**src/rtl/vm_pwm_pkg.sv**
```systemverilog
package vm_pwm_pkg;

   // Reasons the gate latch is cleared in a given cycle
   typedef struct packed {
      logic en_drop;
      logic limit;
      logic thr_hit;
   } clr_src_t;

   function automatic int unsigned cnt_width(input int unsigned ticks);
      return (ticks <= 2) ? 1 : $clog2(ticks);
   endfunction

endpackage

```
**src/rtl/vm_pwm_ramp.sv**
```systemverilog
module vm_pwm_ramp #(
   parameter int unsigned PERIOD_TICKS = 1000,
   parameter int unsigned CNT_W        = 10
) (
   input  logic             clk,
   input  logic             rst_n,
   output logic [CNT_W-1:0] cnt_q,
   output logic [CNT_W-1:0] cnt_nxt,
   output logic             wrap_o
);

   localparam logic [CNT_W-1:0] LAST = CNT_W'(PERIOD_TICKS - 1);

   always_comb begin
      wrap_o  = (cnt_q == LAST);
      cnt_nxt = wrap_o ? '0 : cnt_q + 1'b1;
   end

   always_ff @(posedge clk or negedge rst_n) begin
      if (!rst_n) cnt_q <= '0;
      else        cnt_q <= cnt_nxt;
   end

   assert_wrap_in_range_R2: assert property (@(posedge clk) disable iff (!rst_n)
      cnt_q <= LAST);

   assert_wrap_to_zero_R2: assert property (@(posedge clk) disable iff (!rst_n)
      (cnt_q == LAST) |=> (cnt_q == '0));

endmodule

```
**src/rtl/vm_pwm_thresh.sv**
```systemverilog
module vm_pwm_thresh #(
   parameter int unsigned ERR_W        = 10,
   parameter int unsigned CNT_W        = 10,
   parameter int unsigned ERR_OFFSET   = 160,
   parameter int unsigned GAIN_SHIFT   = 0,
   parameter int unsigned MIN_ON_TICKS = 17,
   parameter int unsigned MAX_ON_TICKS = 670
) (
   input  logic             clk,
   input  logic             rst_n,
   input  logic             load_i,
   input  logic [ERR_W-1:0] err_i,
   output logic [CNT_W-1:0] thr_o
);

   localparam logic [31:0]      SPAN  = 32'(MAX_ON_TICKS - MIN_ON_TICKS);
   localparam logic [ERR_W-1:0] OFS   = ERR_W'(ERR_OFFSET);
   localparam logic [CNT_W-1:0] T_MAX = CNT_W'(MAX_ON_TICKS);
   localparam logic [CNT_W-1:0] T_MIN = CNT_W'(MIN_ON_TICKS);

   logic [ERR_W-1:0] err_q;
   logic [ERR_W-1:0] excess;
   logic [ERR_W-1:0] drop;

   // error captured once per period
   always_ff @(posedge clk or negedge rst_n) begin
      if (!rst_n)      err_q <= '0;
      else if (load_i) err_q <= err_i;
   end

   always_comb begin
      excess = (err_q > OFS) ? (err_q - OFS) : '0;
   end

   generate
      if (GAIN_SHIFT == 0) begin : g_unity
         always_comb drop = excess;
      end else begin : g_shift
         always_comb drop = excess >> GAIN_SHIFT;
      end
   endgenerate

   always_comb begin
      if (32'(drop) >= SPAN) thr_o = T_MIN;
      else                   thr_o = T_MAX - CNT_W'(drop);
   end

   assert_thr_floor_R5: assert property (@(posedge clk) disable iff (!rst_n)
      thr_o >= T_MIN);

   assert_thr_ceiling_R3: assert property (@(posedge clk) disable iff (!rst_n)
      thr_o <= T_MAX);

   assert_err_held_R10: assert property (@(posedge clk) disable iff (!rst_n)
      !load_i |=> $stable(err_q));

endmodule

```
**src/rtl/vm_pwm_blank.sv**
```systemverilog
module vm_pwm_blank #(
   parameter int unsigned BLANK_TICKS = 15,
   parameter int unsigned CNT_W       = 10
) (
   input  logic [CNT_W-1:0] cnt_i,
   input  logic             gate_i,
   input  logic             cl_i,
   output logic             trip_o
);

   generate
      if (BLANK_TICKS == 0) begin : g_noblank
         always_comb trip_o = cl_i & gate_i;
      end else begin : g_blank
         localparam logic [CNT_W-1:0] B = CNT_W'(BLANK_TICKS);
         always_comb trip_o = cl_i & gate_i & (cnt_i >= B);
      end
   endgenerate

endmodule

```
**src/rtl/vm_pwm_latch.sv**
```systemverilog
module vm_pwm_latch (
   input  logic clk,
   input  logic rst_n,
   input  logic set_i,
   input  logic clr_i,
   output logic gate_o
);

   // clear wins over set
   always_ff @(posedge clk or negedge rst_n) begin
      if (!rst_n)     gate_o <= 1'b0;
      else if (clr_i) gate_o <= 1'b0;
      else if (set_i) gate_o <= 1'b1;
   end

   assert_clear_priority_R9: assert property (@(posedge clk) disable iff (!rst_n)
      clr_i |=> !gate_o);

endmodule

```
**src/rtl/vm_pwm_core.sv**
```systemverilog
module vm_pwm_core #(
   parameter int unsigned PERIOD_TICKS = 1000,
   parameter int unsigned ERR_W        = 10,
   parameter int unsigned ERR_OFFSET   = 160,
   parameter int unsigned GAIN_SHIFT   = 0,
   parameter int unsigned MIN_ON_TICKS = 17,
   parameter int unsigned MAX_ON_TICKS = 670,
   parameter int unsigned BLANK_TICKS  = 15
) (
   input  logic             clk,
   input  logic             rst_n,
   input  logic             en_i,
   input  logic [ERR_W-1:0] err_i,
   input  logic             cl_i,
   output logic             gate_o
);
   import vm_pwm_pkg::*;

   localparam int unsigned CNT_W = cnt_width(PERIOD_TICKS);

   generate
      if (PERIOD_TICKS < 4)
         $error("period must be at least 4 ticks");
      if (MAX_ON_TICKS >= PERIOD_TICKS)
         $error("maximum on-time must be shorter than the period");
      if (MIN_ON_TICKS < 1 || MIN_ON_TICKS > MAX_ON_TICKS)
         $error("minimum on-time must lie in 1..maximum on-time");
      if (GAIN_SHIFT >= ERR_W)
         $error("gain shift must be narrower than the error word");
   endgenerate

   logic [CNT_W-1:0] cnt_q;
   logic [CNT_W-1:0] cnt_nxt;
   logic             wrap;
   logic [CNT_W-1:0] thr;
   logic             trip;
   logic             set_req;
   clr_src_t         clr_src;

   vm_pwm_ramp #(.PERIOD_TICKS(PERIOD_TICKS), .CNT_W(CNT_W)) u_ramp (
      .clk(clk), .rst_n(rst_n), .cnt_q(cnt_q), .cnt_nxt(cnt_nxt), .wrap_o(wrap));

   vm_pwm_thresh #(
      .ERR_W(ERR_W), .CNT_W(CNT_W), .ERR_OFFSET(ERR_OFFSET), .GAIN_SHIFT(GAIN_SHIFT),
      .MIN_ON_TICKS(MIN_ON_TICKS), .MAX_ON_TICKS(MAX_ON_TICKS)
   ) u_thresh (
      .clk(clk), .rst_n(rst_n), .load_i(wrap), .err_i(err_i), .thr_o(thr));

   vm_pwm_blank #(.BLANK_TICKS(BLANK_TICKS), .CNT_W(CNT_W)) u_blank (
      .cnt_i(cnt_q), .gate_i(gate_o), .cl_i(cl_i), .trip_o(trip));

   always_comb begin
      set_req         = en_i & wrap;
      clr_src.en_drop = ~en_i;
      clr_src.limit   = trip;
      clr_src.thr_hit = ~wrap & (cnt_nxt >= thr);
   end

   vm_pwm_latch u_latch (
      .clk(clk), .rst_n(rst_n), .set_i(set_req), .clr_i(|clr_src), .gate_o(gate_o));

   assert_rise_at_start_R2: assert property (@(posedge clk) disable iff (!rst_n)
      $rose(gate_o) |-> (cnt_q == '0));

   assert_max_duty_R6: assert property (@(posedge clk) disable iff (!rst_n)
      gate_o |-> (cnt_q < CNT_W'(MAX_ON_TICKS)));

   assert_limit_cuts_R7: assert property (@(posedge clk) disable iff (!rst_n)
      (gate_o && cl_i && cnt_q >= CNT_W'(BLANK_TICKS)) |=> !gate_o);

   assert_enable_off_R9: assert property (@(posedge clk) disable iff (!rst_n)
      !en_i |=> !gate_o);

   assert_floor_hold_R5: assert property (@(posedge clk) disable iff (!rst_n)
      (gate_o && cnt_q < CNT_W'(MIN_ON_TICKS - 1) && en_i && !trip) |=> gate_o);

endmodule

```
**config.mk**
```make
export PLATFORM = sky130hd
export DESIGN_NAME = vm_pwm_core
export DESIGN_NICKNAME = d
export VERILOG_FILES = /design/src/rtl/vm_pwm_pkg.sv /design/src/rtl/vm_pwm_ramp.sv /design/src/rtl/vm_pwm_thresh.sv /design/src/rtl/vm_pwm_blank.sv /design/src/rtl/vm_pwm_latch.sv /design/src/rtl/vm_pwm_core.sv
export SDC_FILE = /design/constraint.sdc
export NUM_CORES = 1
export LEC_CHECK = 0
export CORE_ASPECT_RATIO = 0.5
export CORE_MARGIN = 1
export CORE_UTILIZATION = 45
export CTS_BUF_LIST = sky130_fd_sc_hd__clkbuf_4 sky130_fd_sc_hd__clkbuf_8
export DETAILED_ROUTE_END_ITERATION = 16
export PLACE_DENSITY = 0.75
export SLEW_MARGIN = 10
export SYNTH_ARGS = -nofsm -noshare
export SYNTH_HDL_FRONTEND = slang
export SYNTH_SLANG_ARGS = --single-unit
```
**constraint.sdc**
```tcl
create_clock -name clk -period 5.12 [get_ports clk]
set_input_delay 0.768 -clock clk [delete_from_list [all_inputs] [get_ports clk]]
set_output_delay 0.768 -clock clk [all_outputs]
set_load 0.1 [all_outputs]
```
# --- Word-level counts from Yosys, hierarchy flattened ---
# Cells that the tools add are included.
word_totals:
  register_bits: 21
  latchBits: 0
  mem_bits_rw: 0
  mem_bits_ro: 0
  inputBits: 14
  output_inout_bits: 1
  elab_cells: 24
  mem_count: 0
classes:
  addsub: 3
  n_mul: 0
  div: 0
  order_cmp: 4
  n_eq_ne: 1
  shift: 0
  mux: 5
  bitwise_logic: 6
  reduce_logical: 2
ops:
  columns: ["op", "count"]
  rows:
  - ["2-to-1 mux 10 bit", 3]
  - ["adder 10 x 1 -> 10 bit (second input constant)", 1]
  - ["equality test 10 bit (second input constant)", 1]
  - [">= comparator 10 bit", 1]
  - [">= comparator 10 bit (second input constant)", 1]
  - [">= comparator 10 x 4 -> 1 bit (second input constant)", 1]
  - ["> comparator 10 x 8 -> 1 bit (second input constant)", 1]
  - ["subtractor 10 bit (first input constant)", 1]
  - ["subtractor 10 x 8 -> 10 bit (second input constant)", 1]
  - ["bitwise AND 1 bit", 4]
  - ["OR reduction 3 bit", 1]
  - ["2-to-1 mux 1 bit", 2]
  - ["NOT 1 bit", 2]
  - ["nonzero test 2 bit", 1]

# --- Logic depth before layout (Yosys ltp) ---
# Gate-level depths: netlist (run 1).
depth:
  depth_word: 8
  mapped_depth: 17
  ltp_nobuf: 16

# --- Cells and area by module ---
# From an unflattened synthesis (run 1), not the netlist that was laid out.
hier_totals:
  hier_cells: 173
  area_unflattened_um2: 1629.1
modules_own_cells:
  columns: ["module", "n_inst", "cells_per_inst", "area_per_inst_um2", "seq_area_each_um2"]
  rows:
  - ["vm_pwm_thresh", 1, 85, 809.5, 250.2]
  - ["vm_pwm_ramp", 1, 43, 483.0, 250.2]
  - ["vm_pwm_core", 1, 38, 269.0, 0.0]
  - ["vm_pwm_latch", 1, 2, 35.0, 25.0]
  - ["vm_pwm_blank", 1, 5, 32.5, 0.0]

# --- Worst setup path before layout (run 1) ---
# No wires, ideal clock.
synth_path:
  kind: "register to register"
  start: "register u_thresh.err_q[3]"
  end: "register u_latch.gate_o"
  setup_time_ps: 82
  arrival_time_ps: 3389
  required_ps: 5038
  slack_ps: 1649
  stages_incl_launch_ff: 16
  path_buffers: 1
  period_less_slack_ps: 3471
  path_cell_list: "dfrtp_1 clkbuf_1 nor4_1 a22oi_1 and2_1 inv_1 ha_1 nand2b_1 a311oi_1 o21ai_0 o22ai_4 o21ai_0 ha_1 or4b_2 a221o_1 a31oi_1"
synth_via:
  elab_chain_len: 8
  elab_cells_between_ends: 11
  classes_between: "add/sub: 2; order compare: 3; mux: 3; bitwise: 1; reduce/logical: 2"
synth_lines:
  columns: ["element", "line_no", "source"]
  rows:
  - ["start, declared", "vm_pwm_thresh.sv:21", "logic [ERR_W-1:0] err_q;"]
  - ["start signal, assigned", "vm_pwm_thresh.sv:28", "else if (load_i) err_q <= err_i;"]
  - ["subtractor 10 x 8 -> 10 bit or > comparator 10 x 8 -> 1 bit (tied branches)", "vm_pwm_thresh.sv:32", "excess = (err_q > OFS) ? (err_q - OFS) : '0;"]
  - ["2-to-1 mux 10 bit *", "vm_pwm_thresh.sv:32", null]
  - ["subtractor 10 bit or >= comparator 10 bit (tied branches)", "vm_pwm_thresh.sv:45, vm_pwm_thresh.sv:44", null]
  - ["2-to-1 mux 10 bit *", "vm_pwm_thresh.sv:44", "if (32'(drop) >= SPAN) thr_o = T_MIN;"]
  - [">= comparator 10 bit *", "vm_pwm_core.sv:56", "clr_src.thr_hit = ~wrap & (cnt_nxt >= thr);"]
  - ["bitwise AND 1 bit *", "vm_pwm_core.sv:56", null]
  - ["OR reduction 3 bit *", "vm_pwm_core.sv:60", ".clk(clk), .rst_n(rst_n), .set_i(set_req), .clr_i(|clr_src), .gate_o(gate_o));"]
  - ["2-to-1 mux 1 bit or nonzero test 2 bit (tied branches)", null, null]
  - ["end signal, assigned", "vm_pwm_latch.sv:11", "if (!rst_n) gate_o <= 1'b0;"]
  - ["end signal, assigned", "vm_pwm_latch.sv:12", "else if (clr_i) gate_o <= 1'b0;"]
  - ["end signal, assigned", "vm_pwm_latch.sv:13", "else if (set_i) gate_o <= 1'b1;"]
  - ["end, declared", "vm_pwm_latch.sv:6", "output logic gate_o"]
# Mark *: on every way between the ends. The rest lies on a longest branch, timed or not.
# A chain may end at the register's enable or synchronous reset.

# --- Worst setup path in the final report (run 1) ---
layout_path:
  start: "register u_thresh.err_q[8]"
  end: "register u_latch.gate_o"
# The elaborated chain is that of the path after synthesis.

==> results of run 1 <==
## flip-flops by register name, indices dropped and copies added (netlist names)
name	flops
u_thresh.err_q	10
u_latch.gate_o	1
u_ramp.cnt_q	10
## cell families (layout without fill, tap and decap cells)
kind of cell	after synthesis	after routing	synth area share
and+or+nand+nor	83	83	0.2659
buffers and inverters	15	26	0.04553
adders and majority gates	15	15	0.1220
xor gates and xnor gates	15	15	0.08537
AOI/OAI and AO/OA	32	32	0.1398
DFF	21	21	0.3415
## stage by stage
stage                     instance area, µm²  utilization  setup WS [ns]  std cells  power (W)
final                                   1735       0.5566          1.337        232  0.0002918
after global placement                  1689       0.5417          1.516        228  0.0001822
after floorplan                         1539            -          1.649        181  0.0001693
after global routing                    1735       0.5566          1.073        232  0.0003034
after CTS                               1735       0.5566          1.355        232  0.0002938
after detailed placement                1689       0.5417          1.366        228  0.0001824
## metal layers
| metal | track usage | routed length [µm] | vias to the layer above |
|---|---|---|---|
| met5 | 0 | 0 | - |
| met4 | 0.04068 | 19 | 0 |
| met3 | 0.04571 | 96 | 4 |
| met2 | 0.3057 | 1340 | 19 |
| met1 | 0.2668 | 1605 | 572 |
| li1 | - | - | 654 |
## worst paths after layout
path                                                    start                       endpoint  slack, ns
worst max register to register  u_thresh.err_q[8]$_DFFE_PN0P_     u_latch.gate_o$_DFFE_PN0P_       1.34
worst min-delay path                u_ramp.cnt_q[2]$_DFF_PN0_      u_ramp.cnt_q[2]$_DFF_PN0_       0.54
max in group asynchronous                               rst_n      u_ramp.cnt_q[7]$_DFF_PN0_       3.55
min in group asynchronous                               rst_n  u_thresh.err_q[5]$_DFFE_PN0P_       1.01
worst max-delay path            u_thresh.err_q[8]$_DFFE_PN0P_     u_latch.gate_o$_DFFE_PN0P_       1.34
worst min register to register      u_ramp.cnt_q[2]$_DFF_PN0_      u_ramp.cnt_q[2]$_DFF_PN0_       0.54
## power groups by stage
stage	sequential (W)	clock (W)	combinational, W
floorplan	0.000169	0	0.000000268
global placement	0.000169	0	0.0000131
detailed placement	0.000169	0	0.0000134
CTS	0.000166	0.000115	0.0000135
global route	0.000166	0.000123	0.0000146
finish	0.000166	0.000113	0.0000130
## cells in the mapped netlist, drive strengths merged
| cell type | n | share of area |
|---|---|---|
| nand4b | 1 | 0.0057 |
| or4 | 1 | 0.0049 |
| inv | 8 | 0.020 |
| xnor2 | 7 | 0.040 |
| xor2 | 8 | 0.046 |
| a31oi | 2 | 0.0081 |
| nor4 | 3 | 0.022 |
| a21oi | 3 | 0.0098 |
| nor3 | 1 | 0.0032 |
| or4b | 1 | 0.0065 |
| o21a | 2 | 0.011 |
| a22o | 1 | 0.0057 |
| a211oi | 5 | 0.024 |
| and2 | 2 | 0.0081 |
| a311oi | 1 | 0.0057 |
| buf | 4 | 0.019 |
| a22oi | 1 | 0.0049 |
| and3 | 6 | 0.024 |
| dfrtp | 21 | 0.34 |
| nand2b | 4 | 0.016 |
| o21ai | 14 | 0.046 |
| o22ai | 1 | 0.013 |
| nand3b | 1 | 0.0049 |
| nand3 | 12 | 0.039 |
| or3b | 1 | 0.0057 |
| nand2 | 36 | 0.088 |
| ha | 15 | 0.12 |
| nand4 | 1 | 0.0041 |
| a221o | 1 | 0.0065 |
| o311ai | 1 | 0.0057 |
| clkbuf | 3 | 0.0073 |
| nor2 | 12 | 0.029 |
| nor2b | 1 | 0.0041 |
## layout make-up
type / count / area (µm²)
tap: 40 / 50.05
multi-input combinational: 145 / 943.4
timing repair buffer: 14 / 140.1
clock buffer: 3 / 41.29
clock inverter: 1 / 5.005
fill: 290 / 1383
sequential: 21 / 525.5
inverter: 8 / 30.03
## cells in the final DEF (no fill, tap or decap), drive strengths merged, types with 2 or more instances in the layout
master	Yosys	final
a31oi	2	2
inv	8	8
xor2	8	8
nand3	12	12
a21oi	3	3
ha	15	15
clkbuf	3	3
nor4	3	3
o21a	2	2
nor2	12	12
dfrtp	21	21
clkdlybuf4s50	0	14
nand2	36	36
a211oi	5	5
xnor2	7	7
and2	2	2
o21ai	14	14
and3	6	6
nand2b	4	4
==> metrics.yaml, run 1 <==
skew_ns: 0.003067
ios: 15
rsz0062_at_grt: "no"
first_pass_iters: 5
min_period_ns: 3.783
hold_violations: 0
finalCritPeriodShare: 0.7389
clk_path_buf_depth: 2
start_util: 0.4936
clock-sinks: 21
seqPwrFrac: 0.568
r2r_cells: 14
ant_nets: 0
grt_pass1_vias: 1164
cp_slowest_cell: "or4b_2"
peakVddDrop_uv: 127.2
die_area_um2: 3672
yosys_warnings: 0
drt_iter0_drc: 71
wl_um: 3061
portBuffers: 14
worst_pin_slew_ns: 0.9598
ctsResizeCount: 0
hold_slack_ns: 0.5367
die_h_um: 43.35
p_leak_nw: 0.7737
die_w_um: 84.71
synth_cell_types: 37
num_vias: 1249
area_growth_pct: 12.76
num_antenna_cells: 0
drc: 0
synthesis.area_um2: 1539
coreArea_um2: 3118
fin_nets: 222
post_cts_buffers: 0
crit_cells: 14
ctsHoldBuffers: 0
relSlewSlack: 0.3581
end_kind: "flip-flop"
grt_max_degree: 22
critical_path.max_fanout: 9
setup_viol: 0
p_switching_w: 0.00006298
numCtsBuffers: 3
path_cells: "nor4_1, a22oi_1, nand2_1, inv_1, ha_1, nand2b_1, a311oi_1, o21ai_0, o22ai_4, o21ai_0, ha_1, or4b_2, a221o_1, a31oi_1"
status: "completed"
clk_latency_ns: 0.27
track_usage: 0.1903
dp_hpwl_um: 2309
vias_per_cell: 5.384
criticalPathCategory: "reg2reg"
root_buffer: "clkbuf_8"
h-tree-depth: 1
crit_required_ns: 5.31
crit_buf_inv: 1
wl_per_cell_um: 13.19
rows: 14
whs_path_depth: 1
cts_tree: "yes"
min_path_type: "reg2reg"
gp_congestion: 0.8409
swShare: 0.2159
p_per_area_nw_per_um2: 168.1
cts.clk_slew.worst_paths_ns: 0.08
drv_cap: 0
finalSetupTns_ns: 0
antenna_found_initial: 0
drive_gt1_frac: 0.04167
yosysSeqAreaShare: 0.3415
synth_area_per_cell_um2: 8.503
syn_nets: 210
grt-ovfl-total: 0
max_freq_mhz: 264.3
yosys_register_bits: 21
syn_inst: 181
combPwrFrac: 0.045
p_int_w: 0.0002288
cp_top_family: "compound AO/OA/AOI/OAI gates"
crit_arrival_ns: 3.98
start_kind: "flip-flop"
clockPowerShare: 0.388
maxSlewViolCount: 0
crit_path_max_incr_delay_ns: 0.62
grt_first_pass_wirelength_um: 5306
Note: power is estimated with default switching activity, not from simulation.
==> run 2, diff against run 1 <==
clock period = 3.95 ns   (was 5.12 ns; I/O delays follow)
==> run 2 against run 1 <==
Net effect:
- setup slack worse by 1.0 ns
- first-iteration DRC count down 14%
- register-to-register slack worse by 1.0 ns
- routed wire length up 5.1%
- critical path depth unchanged
- via count up 2.1%
- critical path type unchanged
- sequential power up 30%
- utilization up 1.7 points
- clock skew up 0.0043 ns
- die area unchanged
- cell area up 3.0%
==> metrics.yaml, run 2 (synthesis results as in run 1) <==
area_growth_pct: 16.18  # was 12.76%
clock-sinks: 21  # unchanged
crit_path_max_incr_delay_ns: 0.63  # was 0.62 ns
relSlewSlack: 0.3556  # was 0.3581
drive_gt1_frac: 0.08122  # was 0.04167
crit_arrival_ns: 3.83  # was 3.98 ns
cp_slowest_cell: "or4b_2"  # unchanged
crit_required_ns: 4.13  # was 5.31 ns
met2_usage: 0.3203  # was 0.3057
skew_ns: 0.007411  # was 0.003067 ns
wl_um: 3217  # was 3061 µm
clk_latency_ns: 0.26  # was 0.27 ns
die_w_um: 84.71  # unchanged
peakVddDrop_uv: 130.3  # was 127.2 µV
dp_hpwl_um: 2362  # was 2309 µm
h-tree-depth: 1  # unchanged
root_buffer: "clkbuf_8"  # unchanged
num_vias: 1275  # was 1249
ctsHoldBuffers: 0  # unchanged
finalSetupTns_ns: 0  # unchanged
grt_max_degree: 22  # unchanged
rsz0062_at_grt: "no"  # unchanged
fin_nets: 227  # was 222
p_leak_nw: 0.7963  # was 0.7737 nW
die_area_um2: 3672  # unchanged
ios: 15  # unchanged
p_per_area_nw_per_um2: 211.9  # was 168.1 nW/µm²
grt_first_pass_wirelength_um: 5533  # was 5306 µm
mostFrequentLayoutCells: "36 x nand2_1, 20 x dfrtp_1, 15 x ha_1"  # was 36 x nand2_1, 21 x dfrtp_1, 15 x ha_1
max_freq_mhz: 274.2  # was 264.3 MHz
end_kind: "flip-flop"  # unchanged
setup_viol: 0  # unchanged
status: "completed"  # unchanged
clk_path_buf_depth: 2  # unchanged
grt_pass1_vias: 1169  # was 1164
numCtsBuffers: 3  # unchanged
die_h_um: 43.35  # unchanged
start_kind: "flip-flop"  # unchanged
p_switching_w: 0.00007409  # was 0.00006298 W
cts_tree: "yes"  # unchanged
startpoint: "u_thresh.err_q[6]$_DFFE_PN0P_"  # was u_thresh.err_q[8]$_DFFE_PN0P_
path_cells: "o21ai_0, a22oi_2, and2_1, inv_1, ha_1, nand2b_1, a311oi_1, o21ai_0, o22ai_4, o21ai_0, ha_1, or4b_2, a221o_1, a31oi_1"  # was nor4_1, a22oi_1, nand2_1, inv_1, ha_1, nand2b_1, a311oi_1, o21ai_0, o22ai_4, o21ai_0, ha_1, or4b_2, a221o_1, a31oi_1
track_usage: 0.1967  # was 0.1903
maxSlewViolCount: 0  # unchanged
final_common_cell: "nand2_1"  # unchanged
ant_nets: 0  # unchanged
first_pass_iters: 4  # was 5
r2r_cells: 14  # unchanged
cp_common_cell: "o21ai_0"
drc: 0  # unchanged
swShare: 0.1955  # was 0.2159
start_util: 0.4936  # unchanged
finalCritPeriodShare: 0.9232  # was 0.7389
whs_path_depth: 1  # unchanged
hold_violations: 0  # unchanged
seqPwrFrac: 0.567  # was 0.568
critical_path.max_fanout: 9  # unchanged
worst_pin_slew_ns: 0.9635  # was 0.9598 ns
drv_cap: 0  # unchanged
rows: 14  # unchanged
gp_congestion: 0.8609  # was 0.8409
min-delay-start: "u_ramp.cnt_q[2]$_DFF_PN0_"  # unchanged
num_antenna_cells: 0  # unchanged
cts.clk_slew.worst_paths_ns: 0.08  # about the same
top_regs: "u_ramp.cnt_q x10, u_thresh.err_q x10, u_latch.gate_o x1"  # unchanged
hold_slack_ns: 0.5403  # was 0.5367 ns
grt-ovfl-total: 0  # unchanged
gr-usage-met3: 0.04762  # was 0.04571
criticalPathCategory: "reg2reg"  # unchanged
drt_iter0_drc: 61  # was 71
min_period_ns: 3.647  # was 3.783 ns
combPwrFrac: 0.044  # was 0.045
grt_busiest_layer: "met2"  # unchanged
portBuffers: 14  # unchanged
clockPowerShare: 0.389  # was 0.388
p_int_w: 0.0003048  # was 0.0002288 W
coreArea_um2: 3118  # unchanged
wl_per_cell_um: 13.57  # was 13.19 µm
antenna_found_initial: 0  # unchanged
r2r_start: "u_thresh.err_q[6]$_DFFE_PN0P_"  # was u_thresh.err_q[8]$_DFFE_PN0P_
min_path_type: "reg2reg"  # unchanged
grt_use_met1: 0.2748  # was 0.2668
vias_per_cell: 5.380  # was 5.384
-- run 2: cell types whose count changed in the layout (fill, tap and decap cells not counted) --
cell,before,now
dfrtp_2,0,1
a22oi_2,0,1
dfrtp_1,21,20
nor4_2,0,1
clkbuf_4,0,1
clkinv_2,1,0
buf_4,0,5
nor4_1,2,1
a22oi_1,1,0
-- run 2: through the flow --
step / setup slack (ns) / area, µm² / cells / total power [W] / util
6_report: 0.3033 / 1788 / 237 / 0.0003789 / 0.5734
5_1_grt: 0.01526 / 1788 / 237 / 0.0003964 / 0.5734
4_1_cts: 0.1293 / 1760 / 235 / 0.0003850 / 0.5646
3_5_place_dp: 0.2396 / 1712 / 231 / 0.0002363 / 0.5490
3_3_place_gp: 0.3468 / 1712 / 231 / 0.0002361 / 0.5490
2_1_floorplan: 0.4788 / 1539 / 181 / 0.0002195 / -
-- run 2: worst paths after layout --
kind / endpoint / slack, ns
worst max-delay path: u_latch.gate_o$_DFFE_PN0P_ / 0.30
worst min-delay path: u_ramp.cnt_q[2]$_DFF_PN0_ / 0.54
worst max register to register: u_latch.gate_o$_DFFE_PN0P_ / 0.30
worst min register to register: u_ramp.cnt_q[2]$_DFF_PN0_ / 0.54
max in group asynchronous: u_thresh.err_q[8]$_DFFE_PN0P_ / 2.50
min in group asynchronous: u_thresh.err_q[1]$_DFFE_PN0P_ / 0.84
-- run 2: power groups by stage --
stage / logic (W) / registers [W] / clock network [W]
after global placement: 0.0000170 / 0.000219 / 0
after global routing: 0.0000188 / 0.000215 / 0.000163
final: 0.0000168 / 0.000215 / 0.000147
after detailed placement: 0.0000172 / 0.000219 / 0
after floorplan: 0.000000348 / 0.000219 / 0
after CTS: 0.0000173 / 0.000215 / 0.000153
-- run 2: cell type report --
cell class	instances	area (µm²)
clock buffers	4	48.80
multi-input cells	145	954.7
repair buffers	19	177.7
inverters	8	30.03
fillers	281	1330
flip-flops and latches	21	526.8
well taps	40	50.05
-- run 2: routing by layer --
metal | vias up | wire length [µm]
li1 | 664 | -
met1 | 577 | 1578
met2 | 30 | 1473
met3 | 4 | 134
met4 | 0 | 31
met5 | - | 0
-- run 2: what timing repair did --
item / 4_1_cts / 5_1_grt
gates resized for setup: 0 / 3
setup endpoints to repair: 0 / 1
buffers inserted: 0 / 2
-- run 2: critical path, delay by kind of cell, from the launching register on --
family	cells	cell delay [ns]
AOI/OAI and AO/OA	8	1.69
adders and majority gates	2	0.38
buffers and inverters	1	0.07
DFF	1	0.44
and+or+nand+nor	3	0.98
==> run 3, diff against run 2 <==
CTS_CLUSTER_SIZE = 14   (was default)
==> results of run 3 <==
Final layout, timing and power as in run 2 (identical DEF).
